<file path="config.mk">
export PLATFORM = sky130hd
export DESIGN_NAME = twp_port
export DESIGN_NICKNAME = d
export VERILOG_FILES = /design/src/rtl/twp_pkg.sv /design/src/rtl/twp_sync.sv /design/src/rtl/twp_shift.sv /design/src/rtl/twp_port.sv
export SDC_FILE = /design/constraint.sdc
export NUM_CORES = 1
export LEC_CHECK = 0
export CAP_MARGIN = 5
export CORE_AREA = 2 2 116 118
export CTS_BUF_LIST = sky130_fd_sc_hd__clkbuf_16
export CTS_CLUSTER_DIAMETER = 80
export DETAILED_ROUTE_END_ITERATION = 8
export DIE_AREA = 0 0 118 120
export SLEW_MARGIN = 10
export SYNTH_ARGS = -nofsm -noshare
export SYNTH_HDL_FRONTEND = slang
export SYNTH_HIERARCHICAL = 1
export SYNTH_SLANG_ARGS = --single-unit
</file>
<file path="constraint.sdc">
create_clock -name clk -period 4.5 [get_ports clk]
set_input_delay 0.675 -clock clk [delete_from_list [all_inputs] [get_ports clk]]
set_output_delay 0.675 -clock clk [all_outputs]
set_load 0.02 [all_outputs]
</file>
<file path="src/rtl/twp_pkg.sv">
package twp_pkg;
    localparam int WORD_BITS = 16;
    localparam int MODE_POS  = 15;  // must be 1 for an accepted write
    localparam int CONV_POS  = 14;  // conversion start request
    localparam int CNT_HI    = 13;  // burst word count, upper bit
    localparam int CNT_LO    = 12;  // burst word count, lower bit
    localparam int BDIR_POS  = 11;  // 1: read burst, 0: write burst
    localparam int CNT_W     = CNT_HI - CNT_LO + 1;

    typedef enum logic {
        DIR_IN  = 1'b0,
        DIR_OUT = 1'b1
    } pin_dir_e;
endpackage

</file>
<file path="src/rtl/twp_sync.sv">
module twp_sync #(
    parameter int                 WIDTH   = 3,
    parameter int                 STAGES  = 2,
    parameter logic [WIDTH-1:0]   RST_VAL = '0
) (
    input  logic             clk,
    input  logic             rst_n,
    input  logic [WIDTH-1:0] async_i,
    output logic [WIDTH-1:0] sync_o
);
    logic [WIDTH-1:0] stage_q [STAGES];

    for (genvar s = 0; s < STAGES; s++) begin : g_stage
        logic [WIDTH-1:0] stage_d;
        if (s == 0) begin : g_first
            assign stage_d = async_i;
        end else begin : g_next
            assign stage_d = stage_q[s-1];
        end
        always_ff @(posedge clk or negedge rst_n) begin
            if (!rst_n) stage_q[s] <= RST_VAL;
            else        stage_q[s] <= stage_d;
        end
    end

    assign sync_o = stage_q[STAGES-1];
endmodule

</file>
<file path="src/rtl/twp_shift.sv">
module twp_shift #(
    parameter int W = 16
) (
    input  logic         clk,
    input  logic         rst_n,
    input  logic         rx_en,
    input  logic         rx_bit,
    input  logic         tx_load,
    input  logic [W-1:0] tx_data,
    input  logic         tx_shift,
    output logic [W-1:0] rx_next_o,
    output logic         tx_bit_o
);
    typedef struct packed {
        logic [W-1:0] rx;
        logic [W-1:0] tx;
        logic         dout;
    } shift_t;

    shift_t sh_d, sh_q;

    always_comb begin
        sh_d = sh_q;
        if (rx_en) sh_d.rx = rx_next_o;
        if (tx_load) begin
            sh_d.tx = tx_data;
        end else if (tx_shift) begin
            sh_d.dout = sh_q.tx[W-1];
            sh_d.tx   = {sh_q.tx[W-2:0], 1'b0};
        end
    end

    always_ff @(posedge clk or negedge rst_n) begin
        if (!rst_n) sh_q <= '0;
        else        sh_q <= sh_d;
    end

    assign rx_next_o = {sh_q.rx[W-2:0], rx_bit};
    assign tx_bit_o  = sh_q.dout;
endmodule

</file>
<file path="src/rtl/twp_port.sv">
module twp_port
    import twp_pkg::*;
#(
    parameter int WORD_W = WORD_BITS
) (
    input  logic              clk,
    input  logic              rst_n,
    input  logic              sclk_i,
    input  logic              sync_n_i,
    input  logic              dio_i,
    output logic              dio_o,
    output logic              dio_oe_o,
    input  logic [WORD_W-1:0] rd_data_i,
    output logic [WORD_W-1:0] ctrl_o,
    output logic              conv_start_o,
    output logic [WORD_W-1:0] wr_word_o,
    output logic              wr_valid_o,
    output logic              wr_cal_o
);
    localparam int BIT_CW = $clog2(WORD_W);
    localparam logic [BIT_CW-1:0] LAST_BIT = BIT_CW'(WORD_W - 1);

    typedef struct packed {
        pin_dir_e           dir;
        logic [BIT_CW-1:0]  bit_cnt;
        logic [CNT_W-1:0]   burst_left;
        logic [WORD_W-1:0]  ctrl;
        logic               conv;
        logic [WORD_W-1:0]  wr_word;
        logic               wr_valid;
        logic               wr_cal;
        logic               oe;
        logic               sclk_prev;
    } port_t;

    port_t st_d, st_q;

    logic              sclk_s, sync_s, din_s;
    logic              sclk_rise, sclk_fall;
    logic              rx_en, tx_load, tx_shift;
    logic [WORD_W-1:0] rx_word;
    logic [CNT_W-1:0]  req_cnt;

    twp_sync #(.WIDTH(3), .STAGES(2), .RST_VAL(3'b110)) u_sync (
        .clk     (clk),
        .rst_n   (rst_n),
        .async_i ({sclk_i, sync_n_i, dio_i}),
        .sync_o  ({sclk_s, sync_s, din_s})
    );

    twp_shift #(.W(WORD_W)) u_shift (
        .clk       (clk),
        .rst_n     (rst_n),
        .rx_en     (rx_en),
        .rx_bit    (din_s),
        .tx_load   (tx_load),
        .tx_data   (rd_data_i),
        .tx_shift  (tx_shift),
        .rx_next_o (rx_word),
        .tx_bit_o  (dio_o)
    );

    assign sclk_rise = sclk_s & ~st_q.sclk_prev;
    assign sclk_fall = ~sclk_s & st_q.sclk_prev;
    assign req_cnt   = rx_word[CNT_HI:CNT_LO];

    always_comb begin
        st_d           = st_q;
        st_d.sclk_prev = sclk_s;
        st_d.conv      = 1'b0;
        st_d.wr_valid  = 1'b0;
        st_d.wr_cal    = 1'b0;
        rx_en          = 1'b0;
        tx_load        = 1'b0;
        tx_shift       = 1'b0;

        if (sync_s) begin
            st_d.bit_cnt = '0;
        end else begin
            if (sclk_fall && st_q.dir == DIR_OUT) tx_shift = 1'b1;
            if (sclk_rise) begin
                rx_en = (st_q.dir == DIR_IN);
                if (st_q.bit_cnt != LAST_BIT) begin
                    st_d.bit_cnt = st_q.bit_cnt + 1'b1;
                end else begin
                    st_d.bit_cnt = '0;
                    if (st_q.dir == DIR_IN) begin
                        st_d.wr_valid = 1'b1;
                        st_d.wr_word  = rx_word;
                        if (st_q.burst_left != '0) begin
                            st_d.wr_cal     = 1'b1;
                            st_d.burst_left = st_q.burst_left - 1'b1;
                            if (st_q.burst_left == CNT_W'(1)) begin
                                st_d.dir = DIR_OUT;
                                tx_load  = 1'b1;
                            end
                        end else if (rx_word[MODE_POS]) begin
                            st_d.ctrl = rx_word;
                            st_d.conv = rx_word[CONV_POS];
                            st_d.burst_left = req_cnt;
                            if (req_cnt == '0 || rx_word[BDIR_POS]) begin
                                st_d.dir = DIR_OUT;
                                tx_load  = 1'b1;
                            end
                        end else begin
                            st_d.dir = DIR_OUT;
                            tx_load  = 1'b1;
                        end
                    end else begin
                        if (st_q.burst_left != '0) begin
                            st_d.burst_left = st_q.burst_left - 1'b1;
                            if (st_q.burst_left == CNT_W'(1)) st_d.dir = DIR_IN;
                            else                              tx_load  = 1'b1;
                        end else begin
                            st_d.dir = DIR_IN;
                        end
                    end
                end
            end
        end
        st_d.oe = (st_d.dir == DIR_OUT) && !sync_s;
    end

    always_ff @(posedge clk or negedge rst_n) begin
        if (!rst_n) begin
            st_q           <= '0;
            st_q.dir       <= DIR_IN;
            st_q.sclk_prev <= 1'b1;
        end else begin
            st_q <= st_d;
        end
    end

    assign dio_oe_o     = st_q.oe;
    assign ctrl_o       = st_q.ctrl;
    assign conv_start_o = st_q.conv;
    assign wr_word_o    = st_q.wr_word;
    assign wr_valid_o   = st_q.wr_valid;
    assign wr_cal_o     = st_q.wr_cal;


    sync_tristate_chk: assert property (@(posedge clk) disable iff (!rst_n)
        sync_s |=> !dio_oe_o);


    conv_pulse_chk: assert property (@(posedge clk) disable iff (!rst_n)
        conv_start_o |=> !conv_start_o);


    ctrl_mode_chk: assert property (@(posedge clk) disable iff (!rst_n)
        !$stable(ctrl_o) |-> ctrl_o[MODE_POS]);


    burst_dir_chk: assert property (@(posedge clk) disable iff (!rst_n)
        (st_q.burst_left != '0) && ($past(st_q.burst_left) != '0)
        |-> st_q.dir == $past(st_q.dir));


    cal_flag_chk: assert property (@(posedge clk) disable iff (!rst_n)
        wr_cal_o |-> wr_valid_o && !conv_start_o);


    dout_move_chk: assert property (@(posedge clk) disable iff (!rst_n)
        !$stable(dio_o) |-> $past(tx_shift));
endmodule

</file>
# Word level (Yosys, flattened, before mapping)

Index checks and enable logic that the tools add are counted.

Mux-type cells: 30
Reductions and logical operators: 13
Add/subtract/negate cells: 2
Equal/unequal tests: 3
Bitwise logic cells: 9

Operators with widths:

| cell                                              | number |
|---|---|
| two-way mux 42 bit                                | 1 |
| two-way mux 19 bit                                | 2 |
| two-way mux 37 bit                                | 1 |
| two-way mux 35 bit                                | 1 |
| two-way mux 17 bit                                | 2 |
| two-way mux 1 bit                                 | 17 |
| two-way mux 16 bit                                | 1 |
| two-way mux 4 bit                                 | 2 |
| nonzero test 2 bit                                | 4 |
| inverter 1 bit                                    | 7 |
| two-way mux 2 bit                                 | 3 |
| AND reduction 6 bit                               | 1 |
| AND reduction 5 bit                               | 1 |
| adder 4 x 1 -> 4 bit (second input constant)      | 1 |
| != test 4 bit (second input constant)             | 1 |
| AND reduction 4 bit                               | 1 |
| bitwise AND 1 bit                                 | 2 |
| == test 2 x 1 -> 1 bit (second input constant)    | 1 |
| logical AND 1 bit                                 | 2 |
| zero test 2 bit                                   | 1 |
| != test 2 x 1 -> 1 bit (second input constant)    | 1 |
| AND reduction 2 bit                               | 1 |
| subtractor 2 x 1 -> 2 bit (second input constant) | 1 |
| zero test 1 bit                                   | 1 |
| logical OR 1 bit                                  | 1 |

Input port bits: 21
Word-level logic and storage cells: 72
Output and inout port bits: 37
Register bits after elaboration: 82

# Logic depth before layout (Yosys ltp)

Gate-level depths: netlist of the first run.

Word-level depth: 11
Depth in mapped cells: 8
Mapped depth without buffers: 7

# Modules after synthesis

The synthesis of the first run kept the hierarchy.

Modules (own cells, without submodules):

| module    | area an instance (um^2) | times used | cells each | seq. area each (um^2) |
|---|---|---|---|---|
| twp_port  | 2147.1                  | 1          | 174        | 1102.3 |
| twp_shift | 1515.2                  | 1          | 119        | 800.8 |
| twp_sync  | 155.1                   | 1          | 6          | 155.1 |

# Worst setup path before layout of the first run

No wires, ideal clock.

Kind: register -> register
From: register st_q[39] (netlist bit)
To: register u_shift.sh_q (netlist bit u_shift/tx_bit_o)
Slack: 2.358 ns
Data arrival time: 2.017 ns
Stages on the path, launching flop included: 8
Clock period less this slack: 2.142 ns
Path buffers: 1
Path through: dfrtp_1 ha_1 nand3_2 or3_2 clkbuf_1 a21oi_1 nand2b_1 mux2_2

Word-level cells in the longest chain between the ends: 6

Ends and longest elaborated chain:

| what                                 | RTL line        | source |
|---|---|---|
| start: declaration                   | twp_port.sv:36  | `port_t st_d, st_q;` |
| start signal: assignment             | twp_port.sv:130 | `st_q <= st_d;` |
| != test 4 bit                        | twp_port.sv:83  | `if (st_q.bit_cnt != LAST_BIT) begin` |
| two-way mux 1 bit                    | twp_port.sv:83  |  |
| two-way mux 1 bit                    | twp_port.sv:81  | `if (sclk_rise) begin` |
| two-way mux 1 bit                    | twp_port.sv:77  | `if (sync_s) begin` |
| via tx_load                          | twp_port.sv:40  | `logic rx_en, tx_load, tx_shift;` |
| inverter 1 bit (no source line)      | -               |  |
| AND reduction 2 bit (no source line) | -               |  |
| end signal: assignment               | twp_shift.sv:34 | `if (!rst_n) sh_q <= '0;` |
| end signal: assignment               | twp_shift.sv:35 | `else sh_q <= sh_d;` |
| end: declaration                     | twp_shift.sv:20 | `shift_t sh_d, sh_q;` |

The timed path passes the listed nets, and every way through them passes these cells.
A chain may end at the register's enable or synchronous reset.

# Worst setup path in the final report of the first run

From: register u_sync.stage_q (netlist bit u_sync/sync_o[2])
To: register st_q (netlist bit ctrl_o[1])

Word-level cells in the longest chain between the ends: 2

Ends and longest elaborated chain:

| what                                 | RTL line       | source |
|---|---|---|
| start: declaration                   | twp_sync.sv:11 | `logic [WIDTH-1:0] stage_q [STAGES];` |
| start signal: indexed assignment     | twp_sync.sv:22 | `else stage_q[s] <= stage_d;` |
| bitwise AND 1 bit                    | twp_port.sv:63 | `assign sclk_rise = sclk_s & ~st_q.sclk_prev;` |
| AND reduction 6 bit (no source line) | -              |  |

Every way passes these cells.

==> results of run 1 <==
## critical path, stage by stage (launching register included)
cell and delay [ns]:
dfstp_2 0.57, nand2b_1 0.21, nor3_1 0.31, and3_1 0.80, mux2_2 0.41
## kinds of logic after synthesis
family	count (synthesis)	share of synthesized area
flip-flops	82	0.539
buffers and inverters	65	0.133
multiplexers	63	0.199
AND/OR/NAND/NOR	52	0.0682
AO/OA/AOI/OAI	33	0.0492
adder cells (fa/ha/maj)	3	0.00983
XOR/XNOR	1	0.00229
## cell usage in the layout, fill, tap and decap left out, drive strengths merged
master / n
a211oi: 1
a21oi: 7
a22o: 1
a31o: 1
a31oi: 1
and2: 1
and3: 1
buf: 4
bufinv: 2
clkbuf: 9
clkdlybuf4s50: 56
clkinv: 3
dfrtp: 77
dfstp: 5
ha: 3
inv: 4
mux2: 48
mux2i: 15
nand2: 24
nand2b: 4
nand3: 1
nor2: 7
nor2b: 4
nor3: 3
nor3b: 1
nor4bb: 1
o21ai: 18
o21bai: 2
o221ai: 1
o31ai: 1
or2: 1
or3: 3
or4: 1
xor2: 1
## through the flow
step           power, mW  area [um2]
2_1_floorplan      0.925        3820
3_3_place_gp       0.926        4160
3_5_place_dp       0.930        4160
4_1_cts             1.71        4460
5_1_grt             1.75        4460
6_report            1.67        4460
## synth_stat cells (all sizes together)
library cell,number,area share
buf,59,0.13
nand3,1,0.0026
nor4bb,1,0.0026
nor2,7,0.0069
and3,1,0.0016
or3,3,0.0056
clkbuf,3,0.0029
a21oi,7,0.0092
and2,1,0.0016
dfstp,5,0.034
o21bai,2,0.0039
o21ai,18,0.024
o221ai,1,0.0023
a31o,1,0.0023
a31oi,1,0.0016
nor3b,1,0.0020
a211oi,1,0.0020
nor2b,4,0.0066
dfrtp,77,0.50
nor3,3,0.0039
mux2,48,0.16
o31ai,1,0.0020
mux2i,15,0.039
or2,1,0.0016
inv,3,0.0029
nand2,24,0.024
a22o,1,0.0023
ha,3,0.0098
xor2,1,0.0023
or4,1,0.0029
nand2b,4,0.0066
## registers in the layout, indices dropped and copies added (netlist names)
signal and count:
conv_start_o 1, ctrl_o 16, dio_oe_o 1, st_q 8, u_shift/rx_next_o 15, u_shift/sh_q 16, u_shift/tx_bit_o 1, u_sync/g_stage.stage_d 3
u_sync/sync_o 3, wr_cal_o 1, wr_valid_o 1, wr_word_o 16
## power groups by stage
stage / registers, mW / clock network (mW) / logic [mW]
detailed placement: 0.835 / 0 / 0.0952
CTS: 0.821 / 0.788 / 0.0954
floorplan: 0.812 / 0 / 0.112
finish: 0.821 / 0.760 / 0.0930
global route: 0.828 / 0.817 / 0.102
global placement: 0.833 / 0 / 0.0930
## layer usage
metal / vias to the layer above / wire, um / GRT usage
met5: - / 0 / 0
met4: 0 / 133 / 0.0467
met3: 8 / 412 / 0.0394
met2: 42 / 2950 / 0.145
met1: 1007 / 2860 / 0.119
li1: 986 / - / -
## area by class of cell
class	count	area share
Sequential cell	82	0.461
Multi-Input combinational cell	152	0.286
Timing Repair Buffer	60	0.132
Clock buffer	9	0.0505
Tap cell	176	0.0493
Clock inverter	6	0.0182
Inverter	3	0.00252
## how the worst min path moves through the flow
stage                                       from                to  cells past startpoint
detailed placement  u_sync/g_stage[1].stage_d[0]  u_sync/sync_o[0]                      0
floorplan           u_sync/g_stage[1].stage_d[0]  u_sync/sync_o[0]                      0
global placement    u_sync/g_stage[1].stage_d[0]  u_sync/sync_o[0]                      0
CTS                 u_sync/g_stage[1].stage_d[2]  u_sync/sync_o[2]                      0
finish              u_sync/g_stage[1].stage_d[2]  u_sync/sync_o[2]                      0
global route        u_sync/g_stage[1].stage_d[2]  u_sync/sync_o[2]                      0
==> out/metrics.yaml, run 1 <==
setup_path:
  rr_endpoint: "ctrl_o[1]"
  start_kind: "register"
  r2r_cells: 4
  crit_type: "reg2reg"
  r2r_slack_ns: 2.07
  crit_path_end: "ctrl_o[1]"
  arrival_ns: 2.64
  startpoint: "u_sync/sync_o[2]"
  cp-end-kind: "register"
  required_ns: 4.71
  timing.rr.start: "u_sync/sync_o[2]"
  critPathMaxFanout: 17
power_and_ir_drop:
  cellLeakagePower_nw: 1.92
  power_density_nw_per_um2: 375
  combPwrFrac: 0.056
  clkPwrFrac: 0.454
  switchingPower_mw: 0.352
  internal_power_mw: 1.32
  ir_drop_v: 0.000170
  netSwitchingFraction: 0.210
  seqPwrFrac: 0.490
global_route:
  grt_max_degree: 83
  overflow: 0
  grt_pass1_wl_mm: 10.6
  antenna_found_initial: 0
  grt_pass1_vias: 2149
  grt.total_usage: 0.0961
timing:
  worst_slack_ns: 2.07
  period_needed_ns: 2.43
  whs_ns: 0.347
  worstMarginPinSlew_ns: 1.04
  rsz0062_at_grt: "no"
  period_share: 0.539
  finalSetupViolCount: 0
  finalHoldViolations: 0
  fin_setup_tns_ns: 0
  max_slew_margin: 0.305
  finClkSkew_ns: 0.00743
  max_freq_mhz: 412
  drv_slew: 0
clock_network:
  h-tree-depth: 3
  cts_root_buffer: "clkbuf_16"
  clk_path_buf_depth: 2
  numCtsBuffers: 9
  cts_hold_buf: 0
  cts_setup_buffers: 0
  ctsResizeCount: 0
  cts_tree: "done"
  insertion_delay_ns: 0.33
  path_clk_slew_ns: 0.06
  cts_sinks: 82
placement:
  place_inst: 473
  place_ws_ns: 2.06
  dp_hpwl_mm: 4.12
  gp_congestion: 0.823
  numPortBuffers: 57
detailed_routing:
  final_antenna_net_count: 0
  drt_iter0_drc: 88
  via_per_inst: 4.19
  wl_per_cell_um: 13.0
  drcViolationCount: 0
  firstDrtPassIters: 4
  vias: 2043
  drt-total-wl_mm: 6.36
logic_synthesis:
  syn_inst: 299
  syn_area_um2: 3820
  syn-num-nets: 323
  ys_seq_area_frac: 0.539
  yosys_warnings: 6
  synth-seq-cells: 82
  yosysUniqueCellTypes: 37
  syn_area_per_cell_um2: 12.8
die:
  chipWidth_um: 118
  num_io_pins: 58
  rows: 42
  die_h_um: 120
  initial_core_util: 0.294
  fp.coreArea_um2: 13000
  die_area_um2: 14200
cells_and_area:
  multiInputGateArea_um2: 1280
  utilization: 0.344
  final_cells: 488
  antenna_cells: 0
  regArea_um2: 2060
  fill_cells: 1272
  area_growth_pct: 16.9
  drive_above_1_share: 0.253
  final_nets: 332
run_status:
  status: "finished, final reports clean"
job:
  cap_violations: 0
worst_hold_path:
  hold_path_class: "reg2reg"
(Power assumes the default switching activity.)
==> run 2, diff against run 1 <==
clock period = 1.95 ns   (was 4.5 ns; I/O delays follow)
==> run 2 against run 1 <==
  * Combinational power grew to 2.5 times the previous value
  * Clock power grew to 2.5 times the previous value
  * First-iteration DRC count shrank 11%
  * Cell area grew 4.8%
  * Setup slack lost 2.0 ns
  * Sequential power grew 130%
  * Critical path depth grew 2
  * Clock skew is essentially flat
  * Critical endpoint is now u_shift/tx_bit_o
==> out/metrics.yaml, run 2 (synthesis gave the netlist of run 1 again) <==
run_status:
  status: "finished, final reports clean"
detailed_routing:
  drt_iter0_drc: 78  # -11%
  vias: 2096  # +2.6%
  via_per_inst: 4.19  # +0.13%
  firstDrtPassIters: 4  # unchanged
  drcViolationCount: 0  # unchanged
  drt-total-wl_mm: 6.47  # +1.7%
  final_antenna_net_count: 0  # unchanged
  wl_per_cell_um: 12.9  # -0.73%
clock_network:
  insertion_delay_ns: 0.33  # about the same
  cts_root_buffer: "clkbuf_16"
  clk_path_buf_depth: 2  # unchanged
  cts_tree: "done"
  h-tree-depth: 3  # unchanged
  numCtsBuffers: 9  # unchanged
  path_clk_slew_ns: 0.06  # about the same
  cts_sinks: 82  # unchanged
  cts_setup_buffers: 0  # unchanged
cells_and_area:
  drive_above_1_share: 0.290  # +0.0369
  area_growth_pct: 22.5
  final_nets: 343  # +3.3%
  final_common_cell: "dfrtp_1"
  utilization: 0.360  # +0.0165
  antenna_cells: 0  # unchanged
  mostFrequentLayoutCells: "dfrtp_1, clkdlybuf4s50_1, mux2_2"
setup_path:
  timing.rr.start: "st_q[39]"
  start_kind: "register"
  critPathMaxFanout: 7  # -10
  cp_slowest_stage_delay_ns: 0.43  # -0.37 ns
  r2r_slack_ns: 0.11  # -1.97 ns
  critPathTopFamily: "simple AND/OR/NAND/NOR gates"
  rr_endpoint: "u_shift/tx_bit_o"
  crit_path_end: "u_shift/tx_bit_o"
  critical_path_depth: 6  # +2
  crit_type: "reg2reg"
  worst_path_max_delay_cell: "or3_4"
  cp-end-kind: "register"
  r2r_cells: 6  # +2
  required_ns: 2.17  # -2.54 ns
  crit_buf_inv: 0  # unchanged
  arrival_ns: 2.06  # -0.58 ns
  crit_path_cell_trace: "ha_4 > nand3_4 > or3_4 > a21oi_4 > nand2b_4 > mux2_2"
  startpoint: "st_q[39]"
power_and_ir_drop:
  cellLeakagePower_nw: 2.00  # +4.4%
  power_density_nw_per_um2: 864  # +130%
  ir_drop_v: 0.000285  # +68%
global_route:
  overflow: 0  # unchanged
  grt_pass1_vias: 2136  # -0.60%
  antenna_found_initial: 0  # unchanged
  grt_max_degree: 38  # -54%
  use_met3: 0.0280  # -0.0114
  grtUsageMet2: 0.145  # unchanged
  grt.busiest_layer: "met2"
  grt_pass1_wl_mm: 11.0  # +3.7%
  grt.total_usage: 0.0991  # +0.00303
  use_met1: 0.131  # +0.0123
die:
  rows: 42  # unchanged
  die_h_um: 120  # unchanged
  initial_core_util: 0.294  # unchanged
  chipWidth_um: 118  # unchanged
  fp.coreArea_um2: 13000  # unchanged
  die_area_um2: 14200  # unchanged
  num_io_pins: 58  # unchanged
placement:
  gp_congestion: 0.757  # -7.9%
  place_ws_ns: 0.0479  # -2.01 ns
  dp_hpwl_mm: 4.29  # +4.1%
  numPortBuffers: 57  # unchanged
timing:
  finalSetupViolCount: 0  # unchanged
  period_needed_ns: 1.84  # -0.583 ns
  max_freq_mhz: 543  # +32%
  worst_slack_ns: 0.107  # -1.97 ns
  drv_slew: 0  # unchanged
  worstMarginPinSlew_ns: 0.454  # -0.589 ns
  finClkSkew_ns: 0.00694  # -0.000494 ns
  period_share: 0.945  # +0.406
  finalHoldViolations: 0  # unchanged
  max_slew_margin: 0.698  # +0.392
  fin_setup_tns_ns: 0  # unchanged
job:
  cap_violations: 0  # unchanged
worst_hold_path:
  hold_path_class: "reg2reg"
[run 2: cell type report]
cell class	count	area (um2)
clock inverters	7	116
well taps	176	220
clock buffers	9	225
repair buffers	71	726
fillers	1287	8300
inverters	3	11.3
flip-flops and latches	82	2060
multi-input cells	152	1320
[run 2: how the worst min path moves through the flow]
stage | endpoint | start | depth (start not counted)
global route | u_sync/sync_o[1] | u_sync/g_stage[1].stage_d[1] | 0
detailed placement | st_q[41] | rst_n | 1
CTS | u_sync/sync_o[0] | u_sync/g_stage[1].stage_d[0] | 0
finish | u_sync/sync_o[0] | u_sync/g_stage[1].stage_d[0] | 0
global placement | st_q[42] | rst_n | 1
floorplan | conv_start_o | rst_n | 0
[run 2: power breakdown]
part           leakage, nW  total [mW]  switching [mW]  internal (mW)
registers             1.03        1.89          0.0928           1.79
clock network        0.167        1.92           0.667           1.25
logic                0.800       0.237          0.0744          0.162
total                 2.00        4.04           0.834           3.21
[run 2: repair_timing]
item | 4_1_cts | 5_1_grt
hold buffers | 1 | 0
endpoints found under the hold margin | 27 | 0
resized for setup | 0 | 2
setup endpoints to repair | 0 | 31
[run 2: through the flow]
step	power [mW]	hold slack, ns	cells	area [um2]
6_report	4.04	0.347	500	4680
2_1_floorplan	2.14	-0.00309	299	3880
4_1_cts	4.12	0.350	500	4670
3_5_place_dp	2.16	0.283	483	4320
3_3_place_gp	2.15	0.284	483	4320
5_1_grt	4.22	0.357	500	4680
[run 2: layer usage]
layer,part of all wire,routed length [um]
met1,0.47,3070
met2,0.46,2980
met3,0.045,290
met4,0.020,129
met5,0,0
